==> src/rtl/i2ct_pkg.sv <==
package i2ct_pkg;

    localparam int BYTE_W = 8;
    localparam int WORD_W = 32;
    localparam int OFF_W  = 16;

    typedef enum logic [2:0] {
        ST_IDLE,
        ST_ADDR,
        ST_ADDR_ACK,
        ST_WR_BYTE,
        ST_WR_ACK,
        ST_RD_BYTE,
        ST_RD_ACK
    } xfer_state_e;

    // one synchronized sample of the two bus lines
    typedef struct packed {
        logic scl;
        logic sda;
    } bus_pair_t;

    function automatic logic [BYTE_W-1:0] lane_of(input logic [WORD_W-1:0] w,
                                                  input logic [1:0] lane);
        logic [BYTE_W-1:0] b;
        case (lane)
            2'd0:    b = w[7:0];
            2'd1:    b = w[15:8];
            2'd2:    b = w[23:16];
            default: b = w[31:24];
        endcase
        return b;
    endfunction

endpackage

==> src/rtl/i2ct_sync.sv <==
module i2ct_sync #(
    parameter int       WIDTH   = 2,
    parameter int       STAGES  = 2,
    parameter logic [WIDTH-1:0] RST_VAL = '1
) (
    input  logic             clk,
    input  logic             rst,
    input  logic [WIDTH-1:0] d,
    output logic [WIDTH-1:0] q
);
    logic [WIDTH-1:0] pipe [STAGES];

    for (genvar g = 0; g < STAGES; g++) begin : g_stage
        if (g == 0) begin : g_first
            always_ff @(posedge clk) begin
                if (rst) pipe[g] <= RST_VAL;
                else     pipe[g] <= d;
            end
        end else begin : g_next
            always_ff @(posedge clk) begin
                if (rst) pipe[g] <= RST_VAL;
                else     pipe[g] <= pipe[g-1];
            end
        end
    end

    assign q = pipe[STAGES-1];
endmodule

==> src/rtl/i2ct_map.sv <==
module i2ct_map
    import i2ct_pkg::*;
#(
    parameter logic [OFF_W-1:0]  BASE      = 16'h0100,
    parameter int                NWORDS    = 30,
    parameter int                LINK_IDX  = 25,
    parameter int                LINK_BITS = 8,
    parameter logic [WORD_W-1:0] MISS_WORD = 32'hDEAD_BEEF,
    localparam int               IDX_W     = $clog2(NWORDS)
) (
    input  logic [OFF_W-1:0]  offset,
    input  logic [WORD_W-1:0] rd_word,
    input  logic              rd_present,
    output logic [IDX_W-1:0]  rd_index,
    output logic [BYTE_W-1:0] tx_byte
);
    localparam logic [OFF_W:0] SPAN = (OFF_W+1)'(4 * NWORDS);

    logic [OFF_W-1:0]  rel;
    logic              hit;
    logic [WORD_W-1:0] shaped;

    // offsets below BASE wrap to large values and fall outside SPAN
    assign rel      = offset - BASE;
    assign hit      = ({1'b0, rel} < SPAN);
    assign rd_index = hit ? rel[IDX_W+1:2] : '0;

    always_comb begin
        if (!rd_present)
            shaped = MISS_WORD;
        else if (rd_index == IDX_W'(LINK_IDX))
            shaped = {{(WORD_W-LINK_BITS){1'b0}}, rd_word[LINK_BITS-1:0]};
        else
            shaped = rd_word;
    end

    assign tx_byte = hit ? lane_of(shaped, rel[1:0]) : '0;
endmodule

==> src/rtl/i2ct_slave.sv <==
module i2ct_slave
    import i2ct_pkg::*;
#(
    parameter logic [6:0]        DEV_ADDR    = 7'h5E,
    parameter logic [OFF_W-1:0]  BASE        = 16'h0100,
    parameter int                NWORDS      = 30,
    parameter int                LINK_IDX    = 25,
    parameter int                LINK_BITS   = 8,
    parameter logic [WORD_W-1:0] MISS_WORD   = 32'hDEAD_BEEF,
    parameter int                SYNC_STAGES = 2,
    localparam int               IDX_W       = $clog2(NWORDS)
) (
    input  logic              clk,
    input  logic              rst,
    input  logic              scl_i,
    input  logic              sda_i,
    output logic              sda_oe,
    output logic [IDX_W-1:0]  rd_index,
    input  logic [WORD_W-1:0] rd_word,
    input  logic              rd_present
);
    localparam logic [3:0] LAST_BIT = 4'(BYTE_W);

    bus_pair_t   now_s, prev_q;
    logic        scl_rise, scl_fall, start_evt, stop_evt;

    xfer_state_e       state;
    logic [3:0]        bit_cnt;
    logic [BYTE_W-1:0] rx_sh;
    logic [BYTE_W-2:0] tx_sh;
    logic              rw_q;
    logic              mst_ack;
    logic [1:0]        wr_idx;
    logic [OFF_W-1:0]  offset;
    logic              sda_low;
    logic [BYTE_W-1:0] tx_byte;

    i2ct_sync #(.WIDTH(2), .STAGES(SYNC_STAGES), .RST_VAL(2'b11)) u_sync (
        .clk (clk),
        .rst (rst),
        .d   ({scl_i, sda_i}),
        .q   (now_s)
    );

    i2ct_map #(
        .BASE(BASE), .NWORDS(NWORDS), .LINK_IDX(LINK_IDX),
        .LINK_BITS(LINK_BITS), .MISS_WORD(MISS_WORD)
    ) u_map (
        .offset     (offset),
        .rd_word    (rd_word),
        .rd_present (rd_present),
        .rd_index   (rd_index),
        .tx_byte    (tx_byte)
    );

    assign scl_rise  =  now_s.scl & ~prev_q.scl;
    assign scl_fall  = ~now_s.scl &  prev_q.scl;
    assign start_evt =  now_s.scl &  prev_q.scl &  prev_q.sda & ~now_s.sda;
    assign stop_evt  =  now_s.scl &  prev_q.scl & ~prev_q.sda &  now_s.sda;

    always_ff @(posedge clk) begin
        if (rst) begin
            prev_q  <= '{scl: 1'b1, sda: 1'b1};
            state   <= ST_IDLE;
            bit_cnt <= '0;
            rx_sh   <= '0;
            tx_sh   <= '0;
            rw_q    <= 1'b0;
            mst_ack <= 1'b0;
            wr_idx  <= '0;
            offset  <= '0;
            sda_low <= 1'b0;
        end else begin
            prev_q <= now_s;
            if (start_evt) begin
                state   <= ST_ADDR;
                bit_cnt <= '0;
                wr_idx  <= '0;
                sda_low <= 1'b0;
            end else if (stop_evt) begin
                state   <= ST_IDLE;
                sda_low <= 1'b0;
            end else begin
                case (state)
                    ST_ADDR: begin
                        if (scl_rise) begin
                            rx_sh   <= {rx_sh[BYTE_W-2:0], now_s.sda};
                            bit_cnt <= bit_cnt + 4'd1;
                        end else if (scl_fall && bit_cnt == LAST_BIT) begin
                            if (rx_sh[BYTE_W-1:1] == DEV_ADDR) begin
                                state   <= ST_ADDR_ACK;
                                sda_low <= 1'b1;
                                rw_q    <= rx_sh[0];
                            end else begin
                                state <= ST_IDLE;
                            end
                        end
                    end
                    ST_ADDR_ACK: begin
                        if (scl_fall) begin
                            bit_cnt <= '0;
                            if (rw_q) begin
                                tx_sh   <= tx_byte[BYTE_W-2:0];
                                sda_low <= ~tx_byte[BYTE_W-1];
                                offset  <= offset + 16'd1;
                                state   <= ST_RD_BYTE;
                            end else begin
                                sda_low <= 1'b0;
                                state   <= ST_WR_BYTE;
                            end
                        end
                    end
                    ST_WR_BYTE: begin
                        if (scl_rise) begin
                            rx_sh   <= {rx_sh[BYTE_W-2:0], now_s.sda};
                            bit_cnt <= bit_cnt + 4'd1;
                        end else if (scl_fall && bit_cnt == LAST_BIT) begin
                            case (wr_idx)
                                2'd0:    offset[15:8] <= rx_sh;
                                2'd1:    offset[7:0]  <= rx_sh;
                                default: ;
                            endcase
                            if (wr_idx != 2'd2) wr_idx <= wr_idx + 2'd1;
                            sda_low <= 1'b1;
                            state   <= ST_WR_ACK;
                        end
                    end
                    ST_WR_ACK: begin
                        if (scl_fall) begin
                            sda_low <= 1'b0;
                            bit_cnt <= '0;
                            state   <= ST_WR_BYTE;
                        end
                    end
                    ST_RD_BYTE: begin
                        if (scl_rise) begin
                            bit_cnt <= bit_cnt + 4'd1;
                        end else if (scl_fall) begin
                            if (bit_cnt == LAST_BIT) begin
                                sda_low <= 1'b0;
                                state   <= ST_RD_ACK;
                            end else begin
                                sda_low <= ~tx_sh[BYTE_W-2];
                                tx_sh   <= {tx_sh[BYTE_W-3:0], 1'b0};
                            end
                        end
                    end
                    ST_RD_ACK: begin
                        if (scl_rise) begin
                            mst_ack <= ~now_s.sda;
                        end else if (scl_fall) begin
                            if (mst_ack) begin
                                tx_sh   <= tx_byte[BYTE_W-2:0];
                                sda_low <= ~tx_byte[BYTE_W-1];
                                offset  <= offset + 16'd1;
                                bit_cnt <= '0;
                                state   <= ST_RD_BYTE;
                            end else begin
                                state <= ST_IDLE;
                            end
                        end
                    end
                    default: state <= ST_IDLE;
                endcase
            end
        end
    end

    assign sda_oe = sda_low;
endmodule

==> config.mk <==
export PLATFORM = sky130hd
export DESIGN_NAME = i2ct_slave
export DESIGN_NICKNAME = d
export VERILOG_FILES = /design/src/rtl/i2ct_pkg.sv /design/src/rtl/i2ct_sync.sv /design/src/rtl/i2ct_map.sv /design/src/rtl/i2ct_slave.sv
export SDC_FILE = /design/constraint.sdc
export NUM_CORES = 1
export LEC_CHECK = 0
export BUFFER_PORTS_ARGS = -buffer_cell sky130_fd_sc_hd__clkbuf_2
export CAP_MARGIN = 20
export CORE_MARGIN = 2
export CORE_UTILIZATION = 50
export DETAILED_ROUTE_END_ITERATION = 10
export PLACE_DENSITY_LB_ADDON = 0.1
export SLEW_MARGIN = 10
export SYNTH_ARGS = -nofsm -noshare
export SYNTH_HDL_FRONTEND = slang
export SYNTH_SLANG_ARGS = --single-unit
==> constraint.sdc <==
create_clock -name clk -period 3.16 [get_ports clk]
set_input_delay 0.316 -clock clk [delete_from_list [all_inputs] [get_ports clk]]
set_output_delay 0.316 -clock clk [all_outputs]
set_load 0.05 [all_outputs]
# Yosys cells after proc, flatten, opt, wreduce, memory -nomap -nowiden
# Memory sizes are Yosys's and may differ from the RTL's.
# Cells that the tools add are included.
[word_totals] reg_bits=45 ramBits=4 in_bits=37 output_inout_bits=6 wordCells=170 memories=1
[memory_table] memory="u_sync.pipe" depth=2 word_bits=2 rd=2 rd_ports_with_merged_regs=0 wr=2 line_no="i2ct_sync.sv:11" rtl="logic [WIDTH-1:0] pipe [STAGES];"
[classes] add_sub_neg=4 magnitude_cmp=1 n_eq_ne=43 mux=67 bitwise_logic=18 n_reduce_logical=23
[op_table] operator="$mux W16" count=7
[op_table] operator="$mux W32" count=2
[op_table] operator="$mux W7" count=8
[op_table] operator="$reduce_and A11 Y1" count=5
[op_table] operator="$pmux W16 S3" count=1
[op_table] operator="$ne A4 B4 Y1 const B" count=11
[op_table] operator="$mux W3" count=13
[op_table] operator="$ne A2 B2 Y1 const B" count=16
[op_table] operator="$mux W8" count=3
[op_table] operator="$pmux W8 S3" count=1
[op_table] operator="$pmux W7 S3" count=1
[op_table] operator="$mux W4" count=5
[op_table] operator="$mux W1" count=19
[op_table] operator="$pmux W3 S6" count=1
[op_table] operator="$add A16 B1 Y16 const B" count=1
[op_table] operator="$lt A16 B7 Y1 const B" count=1
[op_table] operator="$sub A16 B9 Y16 const B" count=1
[op_table] operator="$reduce_and A13 Y1" count=1
[op_table] operator="$pmux W4 S3" count=1
[op_table] operator="$eq A3 B3 Y1 const B" count=3
[op_table] operator="$not A1 Y1" count=9
[op_table] operator="$reduce_bool A3 Y1" count=3
[op_table] operator="$ne A2 B1 Y1 const B" count=4
[op_table] operator="$reduce_and A4 Y1" count=2
[op_table] operator="other kinds (22)" count=37

# Depth between registers and ports, before layout
# Gate-level depths: netlist (run 1).
[depth] depth_word=13 mapped_depth=8 depth_no_buf=7

# By module
# From an unflattened synthesis (run 1), not the netlist that was laid out.
[unflattened] hier_cells=441 hier_area_um2=3429.5
[modules_own_cells] module="i2ct_slave" n_inst=1 cells_per_inst=359 area_per_inst_um2=2801.4 seq_area_each_um2=900.9
[modules_own_cells] module="i2ct_map" n_inst=1 cells_per_inst=74 area_per_inst_um2=523.0 seq_area_each_um2=0.0
[modules_own_cells] module="i2ct_sync" n_inst=1 cells_per_inst=8 area_per_inst_um2=105.1 seq_area_each_um2=80.1

# Least setup slack after synthesis (run 1)
# OpenSTA, ideal clock, no wires.
[synth_timing] path_type="register -> register" start="reg bit_cnt[0]" end="reg offset[15]" setup_ns=0.132 arrival_time_ns=1.677 t_required_ns=3.028 setup_slack_ns=1.350 stages_incl_launch_ff=9 n_path_buf=1 period_less_slack_ns=1.810 path_cell_list="dfxtp_1 inv_1 ha_1 and3b_1 a21oi_2 or4_1 buf_2 o21ai_0 a21oi_1"
[synth_between] elab_chain_cells=4
[synth_rtl] element="from (decl)" line_no="i2ct_slave.sv:28" rtl="logic [3:0] bit_cnt;"
[synth_rtl] element="from (signal assigned)" line_no="i2ct_slave.sv:88" rtl="bit_cnt <= bit_cnt + 4'd1;"
[synth_rtl] element="from (signal assigned)" line_no="i2ct_slave.sv:116" rtl="bit_cnt <= bit_cnt + 4'd1;"
[synth_rtl] element="from (signal assigned)" line_no="i2ct_slave.sv:137" rtl="bit_cnt <= bit_cnt + 4'd1;"
[synth_rtl] element="$eq A4 B4 Y1" line_no="i2ct_slave.sv:117" rtl="end else if (scl_fall && bit_cnt == LAST_BIT) begin"
[synth_rtl] element="$logic_and A1 B1 Y1" line_no="i2ct_slave.sv:117"
[synth_rtl] element="$ne A2 B2 Y1 (no source line)"
[synth_rtl] element="$reduce_and A11 Y1 (no source line)"
[synth_rtl] element="to (signal assigned)" line_no="i2ct_slave.sv:105" rtl="offset <= offset + 16'd1;"
[synth_rtl] element="to (signal assigned)" line_no="i2ct_slave.sv:119" rtl="2'd0: offset[15:8] <= rx_sh;"
[synth_rtl] element="to (signal assigned)" line_no="i2ct_slave.sv:155" rtl="offset <= offset + 16'd1;"
[synth_rtl] element="to (decl)" line_no="i2ct_slave.sv:34" rtl="logic [OFF_W-1:0] offset;"
# No other way between the ends.
# A chain may end at the register's enable or synchronous reset.

# Final worst setup path (run 1)
[layout_timing] start="reg state[0]" end="reg tx_sh[4]"
[layout_between] elab_chain_cells=3 word_cells_on_any_way=14 classes_between="11 x eq/ne; 1 x mux; 2 x reduce/logical"
[layout_rtl] element="from (decl)" line_no="i2ct_slave.sv:27" rtl="xfer_state_e state;"
[layout_rtl] element="from (signal assigned)" line_no="i2ct_slave.sv:64" rtl="state <= ST_IDLE;"
[layout_rtl] element="from (signal assigned)" line_no="i2ct_slave.sv:76" rtl="state <= ST_ADDR;"
[layout_rtl] element="from (signal assigned)" line_no="i2ct_slave.sv:81" rtl="state <= ST_IDLE;"
[layout_rtl] element="$eq A3 B3 Y1 or $eq A3 B2 Y1 (tied branches)" line_no="i2ct_slave.sv:84" rtl="case (state)"
[layout_rtl] element="$ne A2 B2 Y1 (no source line) or $reduce_bool A3 Y1 (tied branches)"
[layout_rtl] element="$reduce_and A11 Y1 (no source line)"
[layout_rtl] element="to (signal assigned)" line_no="i2ct_slave.sv:103" rtl="tx_sh <= tx_byte[BYTE_W-2:0];"
[layout_rtl] element="to (signal assigned)" line_no="i2ct_slave.sv:144" rtl="tx_sh <= {tx_sh[BYTE_W-3:0], 1'b0};"
[layout_rtl] element="to (signal assigned)" line_no="i2ct_slave.sv:153" rtl="tx_sh <= tx_byte[BYTE_W-2:0];"
[layout_rtl] element="to (decl)" line_no="i2ct_slave.sv:30" rtl="logic [BYTE_W-2:0] tx_sh;"
# Several ways; a longest one is shown, not always the timed one.

==> impl_metrics.yaml, run 1 <==
run_status:
  status: "complete, no violations"
clock_network:
  clock-sinks: 49
  clock_latency_ps: 310
  path_clk_slew_ps: 90
  cts_setup_buffers: 0
  clk_path_buf_depth: 2
  cts_tree: "yes"
  h-tree-depth: 2
  cts_resized: 0
  postCtsHoldBufs: 0
  numCtsBuffers: 5
  cts-root-buf: "clkbuf_8"
synthesis:
  synthCells: 427
  post-synth-top-count-cell: "nand2_1"
  synth_ff_type: "dfxtp_1"
  synth_edf_count: 0
  netlist_top_cells_count: "nand2_1 (66), a21oi_1 (50), dfxtp_1 (49)"
  ys_ff_latch: 49
  synth_top_family_by_area: "compound AO/OA/AOI/OAI gates"
  synth_top_area_share_pct: 30.6
  synth_xor_area_share_pct: 0.546
  synthAdderAreaFrac_pct: 3.51
  synth.distinct_cells: 71
  yosys.area.top_type: "dfxtp_1"
  synth_warnings: 0
  synthArstFlopShare_pct: 0
  yosysSeqAreaShare_pct: 30.6
  synth_area_leaders: "dfxtp_1 (31%), a21oi_1 (7.8%), nand2_1 (7.7%), nor2_1 (4.3%), ha_1 (3.5%)"
  synth_fp_nets: 473
  avgSynthCellArea_um2: 7.51
  synth-simple-area-share_pct: 29.0
  synth_mux_area_share_pct: 0.312
  synth-compound-area-share_pct: 30.4
  syn_area_um2: 3210
floorplan:
  die-area_um2: 7070
  io_pins: 43
  design.core.area_um2: 6280
  start_util_pct: 51.1
  die_height_um: 84.1
  rows: 29
  die_x_um: 84.1
job:
  drv_cap: 0
drt:
  wire_per_inst_um: 15.4
  drcViolationCount: 0
  ant_nets: 0
  totalWireLength_um: 8130
  drtPass1Iterations: 4
  drt-initial-drc-count: 211
  viasPerCell: 6.02
  vias: 3186
power:
  ir_worst_vdd_uv: 235
  power.density_nw_per_um2: 333
  p_leak_uw: 0.00125
cells_and_area:
  antenna_cells: 0
  multiInputGateArea_um2: 2050
  fin_cells: 529
  regArea_um2: 981
  area_growth_pct: 10.1
  drive_gt1_share_pct: 17.5
  n_fill_cell: 622
  layout.nets: 497
worst_setup_path:
  worst_setup_path_start_kind: "flip-flop"
  path_cells: "and3b_1, a22oi_2, a211oi_2, or4b_1, o32ai_1"
  worstSetupEndpointType: "flip-flop"
  reg2reg_from: "state[0]"
  r2r_end: "tx_sh[4]"
  r2r_slack_ps: 790
  crit_family: "simple AND/OR/NAND/NOR gates"
  cp_max_fo: 21
  cp_slowest_stage_delay_ps: 730
  critPathSlowestCell: "dfxtp_1"
  endpoint: "tx_sh[4]"
  required_ps: 3370
  startpoint: "state[0]"
  cp.buffers_inverters: 0
  cp.depth: 5
  worst-setup-path-type: "reg2reg"
  r2r_cells: 5
  critPathArrivalTime_ps: 2570
timing:
  fin_skew_ps: 15.0
  rsz0062_at_grt: "no"
  min_period_ps: 2370
  final-hold-violation-count: 0
  finalCritPeriodShare_pct: 74.8
  slew_headroom_pct: 41.3
  fmax_mhz: 423
  tns_ps: 0
  slew_viol_final: 0
  finalSetupViolations: 0
  worst_slew_pin_slew_ps: 880
global_routing:
  grt_pass1_wl_um: 13800
  gr-usage-all-layers_pct: 23.5
  grt-ovfl-total: 0
  grt_pass1_vias: 2843
  grt_max_degree: 47
  antenna_found_initial: 0
placed_design:
  place_inst: 521
  place.gp.congestion: 0.923
  hpwl_um: 5950
  portBuffers: 42
hold_path:
  min_path_type: "in2reg"
power breakdown:
group / switching (uW) / internal (uW) / total [uW]
registers: 6.98 / 621 / 628
logic: 38.4 / 33.7 / 72.1
clock network: 218 / 258 / 476
total: 263 / 912 / 1180
kinds of logic (layout without fill, tap and decap cells):
logic type               Yosys count  after routing
AO/OA/AOI/OAI                    143            143
XOR/XNOR                           2              2
adder cells (fa/ha/maj)            9              9
buffers and inverters             40             65
flip-flops                        49             49
multiplexers                       1              1
AND/OR/NAND/NOR                  183            183
placed cells by master, fill, tap and decap left out, types with 4 or more instances in the layout:
cell	count
nor2_1	37
o21ai_0	22
nor3_1	6
dfxtp_1	49
buf_4	5
a21oi_1	50
a211oi_1	9
or2_2	8
a21o_1	4
nand2_1	66
a31oi_1	5
nand4_1	5
ha_1	9
nand3_1	14
a32o_1	5
and4_1	4
a22o_1	4
and2_1	5
o31ai_1	5
clkbuf_8	6
or3_1	4
inv_1	10
nand2b_1	6
clkbuf_2	42
flip-flops by register name (all words and copies together), names as in the netlist:
name and cells:
rw_q 1, prev_q 2, sda_oe 1, offset 16, rx_sh 8, bit_cnt 4
state 3, wr_idx 2, u_sync.pipe 4, tx_sh 7, mst_ack 1
how the worst min path moves through the flow:
stage	startpoint	to	slack (ps)	depth (start not counted)
after floorplan	u_sync.pipe[0][0]	u_sync.pipe[1][0]	390	1
after global placement	u_sync.pipe[0][0]	u_sync.pipe[1][0]	400	1
after detailed placement	u_sync.pipe[0][0]	u_sync.pipe[1][0]	400	1
after CTS	sda_i	u_sync.pipe[0][0]	170	2
after global routing	sda_i	u_sync.pipe[0][0]	170	2
final	sda_i	u_sync.pipe[0][0]	180	2
through the flow:
| step | setup slack [ps] | hold WS (ps) | cell area (um2) | util [%] | power, uW |
|---|---|---|---|---|---|
| 2_1_floorplan | 1350 | 389 | 3210 | - | 684 |
| 3_3_place_gp | 927 | 397 | 3410 | 54.3 | 714 |
| 3_5_place_dp | 835 | 403 | 3410 | 54.3 | 714 |
| 4_1_cts | 798 | 173 | 3530 | 56.2 | 1190 |
| 5_1_grt | 662 | 175 | 3530 | 56.2 | 1220 |
| 6_report | 795 | 184 | 3530 | 56.2 | 1180 |
area by class of cell:
cell class / count / share of cell area (%)
clock buffer: 6 / 2.34
multi-input combinational: 338 / 58.0
inverter: 10 / 1.06
tap: 77 / 2.73
timing repair buffer: 47 / 7.02
clock inverter: 2 / 1.06
sequential: 49 / 27.8
routing by layer:
metal | track usage, % | vias to the layer above | wire (um)
met5 | 0 | - | 0
met4 | 6.74 | 0 | 128
met3 | 4.35 | 12 | 480
met2 | 36.2 | 98 | 3570
met1 | 33.4 | 1467 | 3960
li1 | - | 1609 | -
No activity file was read; power rests on OpenSTA's default activity.
==> inputs of run 2 (changes only) <==
clock period = 2.02 ns   (was 3.16 ns; I/O delays follow)
==> impl_metrics.yaml, run 2 (same netlist as run 1, synthesis figures left out) <==
hold_path:
  worstHoldEndpoint: "u_sync.pipe[0][0]"
  worstHoldStart: "sda_i"
  min_path_type: "in2reg"
  holdPathStages: 2
worst_setup_path:
  r2r_end: "tx_sh[6]"
  critPathArrivalTime_ps: 1720
  required_ps: 1820
  crit_family: "simple AND/OR/NAND/NOR gates"
  cp.buffers_inverters: 2
  reg2reg_from: "offset[3]"
  r2r_slack_ps: 140
  worst_setup_path_start_kind: "flip-flop"
  critPathSlowestCell: "dfxtp_1"
  cp_slowest_stage_delay_ps: 340
  cp_max_fo: 5
  path_cells: "nor4_1, and4_4, buf_4, and2_1, clkbuf_2"
  r2r_cells: 7
  worst-setup-path-type: "reg2out"
  worstSetupEndpointType: "output pin"
cells_and_area:
  regMostFlops: "offset"
  drive_gt1_share_pct: 22.9
  area_growth_pct: 16.0
  n_fill_cell: 619
  final_common_cell: "nand2_1"
  largest_register_ffs: 16
  layout.nets: 523
  largestRegisters: "offset x16, rx_sh x8, tx_sh x7"
  final_cell_mix: "nand2_1 (66), a21oi_1 (50), dfxtp_1 (49)"
  antenna_cells: 0
drt:
  viasPerCell: 6.08
  drcViolationCount: 0
  drt-initial-drc-count: 231
  wire_per_inst_um: 15.5
  drtPass1Iterations: 5
  totalWireLength_um: 8590
  ant_nets: 0
  vias: 3371
power:
  ir_worst_vdd_uv: 266
  power.density_nw_per_um2: 459
  p_leak_uw: 0.00137
timing:
  finalSetupViolations: 0
  worst_slew_pin_slew_ps: 586
  finalCritPeriodShare_pct: 94.9
  tns_ps: 0
  slew_headroom_pct: 60.8
  min_period_ps: 1920
  final-hold-violation-count: 0
  fmax_mhz: 522
  hold_ws_ps: 77.0
  slew_viol_final: 0
  fin_skew_ps: 12.6
  setup_slack_ps: 103
floorplan:
  io_pins: 43
  design.core.area_um2: 6280
  die_x_um: 84.1
  die-area_um2: 7070
  die_height_um: 84.1
  rows: 29
  start_util_pct: 51.1
placed_design:
  place.gp.congestion: 0.905
  hpwl_um: 6330
  portBuffers: 42
  place_ws_ps: 47.4
global_routing:
  gr-usage-all-layers_pct: 25.1
  grt_pass1_wl_um: 14800
  antenna_found_initial: 0
  grt_max_degree: 26
  grt-ovfl-total: 0
  grt_pass1_vias: 3053
clock_network:
  h-tree-depth: 2
  numCtsBuffers: 5
  path_clk_slew_ps: 90
  cts_tree: "yes"
  clock-sinks: 49
  clock_latency_ps: 310
  cts-root-buf: "clkbuf_8"
  clk_path_buf_depth: 2
run_status:
  status: "complete, no violations"
job:
  drv_cap: 0
## run 2: cell types whose count changed in the layout (fill, tap and decap cells not counted), sizes merged
cell / previous run / this run
buf: 5 / 31
bufinv: 1 / 0
## run 2: through the flow
stage          instances  total power [uW]  util [%]  area [um2]
2_1_floorplan        427              1070         -        3210
3_3_place_gp         545              1120      57.2        3590
3_5_place_dp         545              1130      57.2        3590
4_1_cts              552              1730      58.8        3690
5_1_grt              554              1770      59.3        3720
6_report             554              1710      59.3        3720
## run 2: how the worst max path moves through the flow
stage	from	end	depth (start not counted)
floorplan	bit_cnt[0]	offset[15]	8
global placement	offset[7]	tx_sh[4]	5
detailed placement	bit_cnt[1]	offset[15]	7
CTS	offset[7]	rd_index[3]	5
global route	bit_cnt[1]	offset[13]	7
finish	offset[7]	rd_index[3]	5
## run 2: layout make-up
class | instances | area, um2 | share of cell area, %
tap | 77 | 96.3 | 2.59
multi-input combinational | 338 | 2060 | 55.4
clock inverter | 1 | 7.51 | 0.202
sequential | 49 | 981 | 26.4
inverter | 10 | 37.5 | 1.01
timing repair buffer | 73 | 453 | 12.2
clock buffer | 6 | 82.6 | 2.22
## run 2: per-layer routing
| metal | share of wire [%] | GRT usage, % |
|---|---|---|
| met1 | 47 | 35.1 |
| met2 | 45 | 40.5 |
| met3 | 6.5 | 3.96 |
| met4 | 1.1 | 5.72 |
| met5 | 0 | 0 |
## run 2: power breakdown
| part | internal, uW | total, uW | switching (uW) |
|---|---|---|---|
| logic | 58.2 | 127 | 68.5 |
| clock network | 271 | 603 | 331 |
| registers | 971 | 978 | 6.48 |
| total | 1300 | 1710 | 406 |
## run 2: repair_timing
item,in CTS,in global routing
hold buffers,0,0
pin swaps,0,1
resized for setup,5,7
setup buffers,0,2
endpoints found under the setup margin,5,22
==> inputs of run 3 (changes only) <==
CAP_MARGIN = default   (was 20)
clock period = 1.8 ns   (was 2.02 ns; I/O delays follow)
==> impl_metrics.yaml, run 3 (same netlist as run 1, synthesis figures left out) <==
run_status:
  status: "complete, but fails checks"
  violations: "negative setup slack"
hold_path:
  worstHoldEndpoint: "u_sync.pipe[0][1]"
  min_path_type: "in2reg"
  worstHoldStart: "scl_i"
  holdPathStages: 2
placed_design:
  place.gp.congestion: 0.938
  portBuffers: 42
  place_inst: 583
  hpwl_um: 6960
clock_network:
  path_clk_slew_ps: 100
  cts-root-buf: "clkbuf_8"
  h-tree-depth: 2
  clk_path_buf_depth: 2
  clock_latency_ps: 310
  postCtsHoldBufs: 0
  numCtsBuffers: 5
  clock-sinks: 49
  cts_tree: "yes"
worst_setup_path:
  r2r_cells: 6
  cp_max_fo: 5
  reg2reg_from: "offset[7]"
  r2r_slack_ps: -10
  required_ps: 1620
  r2r_end: "tx_sh[4]"
  critPathArrivalTime_ps: 1650
  worstSetupEndpointType: "output pin"
  worst_setup_path_start_kind: "flip-flop"
  worst-setup-path-type: "reg2out"
power:
  p_clk_share_pct: 35.5
  combPwrFrac_pct: 9.0
  power.density_nw_per_um2: 444
  power_frac_seq_pct: 55.6
  ir_worst_vdd_uv: 365
  p_leak_uw: 0.00170
  switching_share_pct: 26.3
  p_switching_uw: 518
  p_int_uw: 1450
cells_and_area:
  fin_cells: 603
  regMostFlops: "offset"
  antenna_cells: 0
  largestRegisters: "offset x16, rx_sh x8, tx_sh x7"
  final_cell_mix: "buf_4 (70), nand2_1 (64), a21oi_1 (47)"
  largest_register_ffs: 16
  final_common_cell: "buf_4"
  drive_gt1_share_pct: 39.7
  layout.nets: 571
  area_growth_pct: 38.5
timing:
  slew_headroom_pct: 69.3
  finalSetupViolations: 3
  tns_ps: -66.7
  setup_slack_ps: -32.8
  worst_slew_pin_slew_ps: 461
  min_period_ps: 1830
  rsz0062_at_grt: "yes"
  fin_skew_ps: 10.0
  finalCritPeriodShare_pct: 102
  final-hold-violation-count: 0
  slew_viol_final: 0
  fmax_mhz: 546
drt:
  totalWireLength_um: 9740
  drtPass1Iterations: 5
  viasPerCell: 6.06
  vias: 3652
  ant_nets: 0
  wire_per_inst_um: 16.2
  drcViolationCount: 0
  drt-initial-drc-count: 251
global_routing:
  grt-ovfl-total: 0
  grt_pass1_wl_um: 15700
  grt_max_degree: 24
  grt_pass1_vias: 3370
  antenna_found_initial: 0
  gr-usage-all-layers_pct: 26.7
floorplan:
  die-area_um2: 7070
  design.core.area_um2: 6280
  io_pins: 43
  die_x_um: 84.1
  rows: 29
  die_height_um: 84.1
  start_util_pct: 51.1
job:
  drv_cap: 0
-- run 3: cell types whose count changed in the layout (fill, tap and decap cells not counted), sizes merged --
cell / before / now
clkbuf: 48 / 44
buf: 31 / 82
inv: 10 / 11
clkinvlp: 1 / 2
-- run 3: worst max-delay path, stage by stage (launching register included) --
cell and delay (ps):
dfxtp_2 350, nor4_4 280, and4_4 290, buf_6 120, and2_4 150, clkbuf_16 150
-- run 3: repair_timing --
item / 4_1_cts / 5_1_grt
gates resized for setup: 25 / 80
endpoints found under the setup margin: 20 / 33
gates cloned: 0 / 2
pin swaps: 2 / 25
buffers inserted: 3 / 7
-- run 3: final cells by class --
cell class | instances | area, um2
multi-input cells | 338 | 2320
inverters | 10 | 37.5
repair buffers | 121 | 892
well taps | 77 | 96.3
fillers | 489 | 1840
clock buffers | 5 | 68.8
clock inverters | 3 | 26.3
flip-flops and latches | 49 | 1000
-- run 3: worst max path at each step --
| stage | start | end | slack [ps] | depth (start not counted) |
|---|---|---|---|---|
| after floorplan | bit_cnt[0] | offset[5] | -2 | 8 |
| after CTS | offset[10] | rd_index[2] | -3 | 5 |
| after detailed placement | bit_cnt[0] | offset[3] | -120 | 7 |
| final | offset[7] | rd_index[2] | -30 | 5 |
| after global placement | bit_cnt[0] | offset[3] | -80 | 7 |
| after global routing | offset[7] | rd_index[2] | -80 | 5 |
-- run 3: power by group through the flow --
stage / logic [uW] / registers, uW / clock network [uW]
2_1_floorplan: 81.2 / 1120 / 0
3_3_place_gp: 157 / 1120 / 0
3_5_place_dp: 157 / 1120 / 0
4_1_cts: 160 / 1100 / 717
5_1_grt: 191 / 1100 / 755
6_report: 176 / 1100 / 699
-- run 3: through the flow --
stage | power [uW] | util, % | hold slack [ps] | cell area (um2) | setup WS, ps
global route | 2040 | 70.7 | 33.5 | 4440 | -76.0
finish | 1970 | 70.7 | 42.6 | 4440 | -32.8
CTS | 1970 | 65.3 | 40.8 | 4100 | -3.19
floorplan | 1200 | - | 284 | 3210 | -1.52
detailed placement | 1280 | 61.9 | 371 | 3890 | -124
global placement | 1280 | 61.9 | 366 | 3890 | -76.0
-- run 3: metal layers --
layer	wire length [um]	global-route usage (%)	up-vias
li1	-	-	1756
met1	4270	36.6	1713
met2	4630	42.7	169
met3	725	4.55	14
met4	119	8.36	0
met5	0	0	-
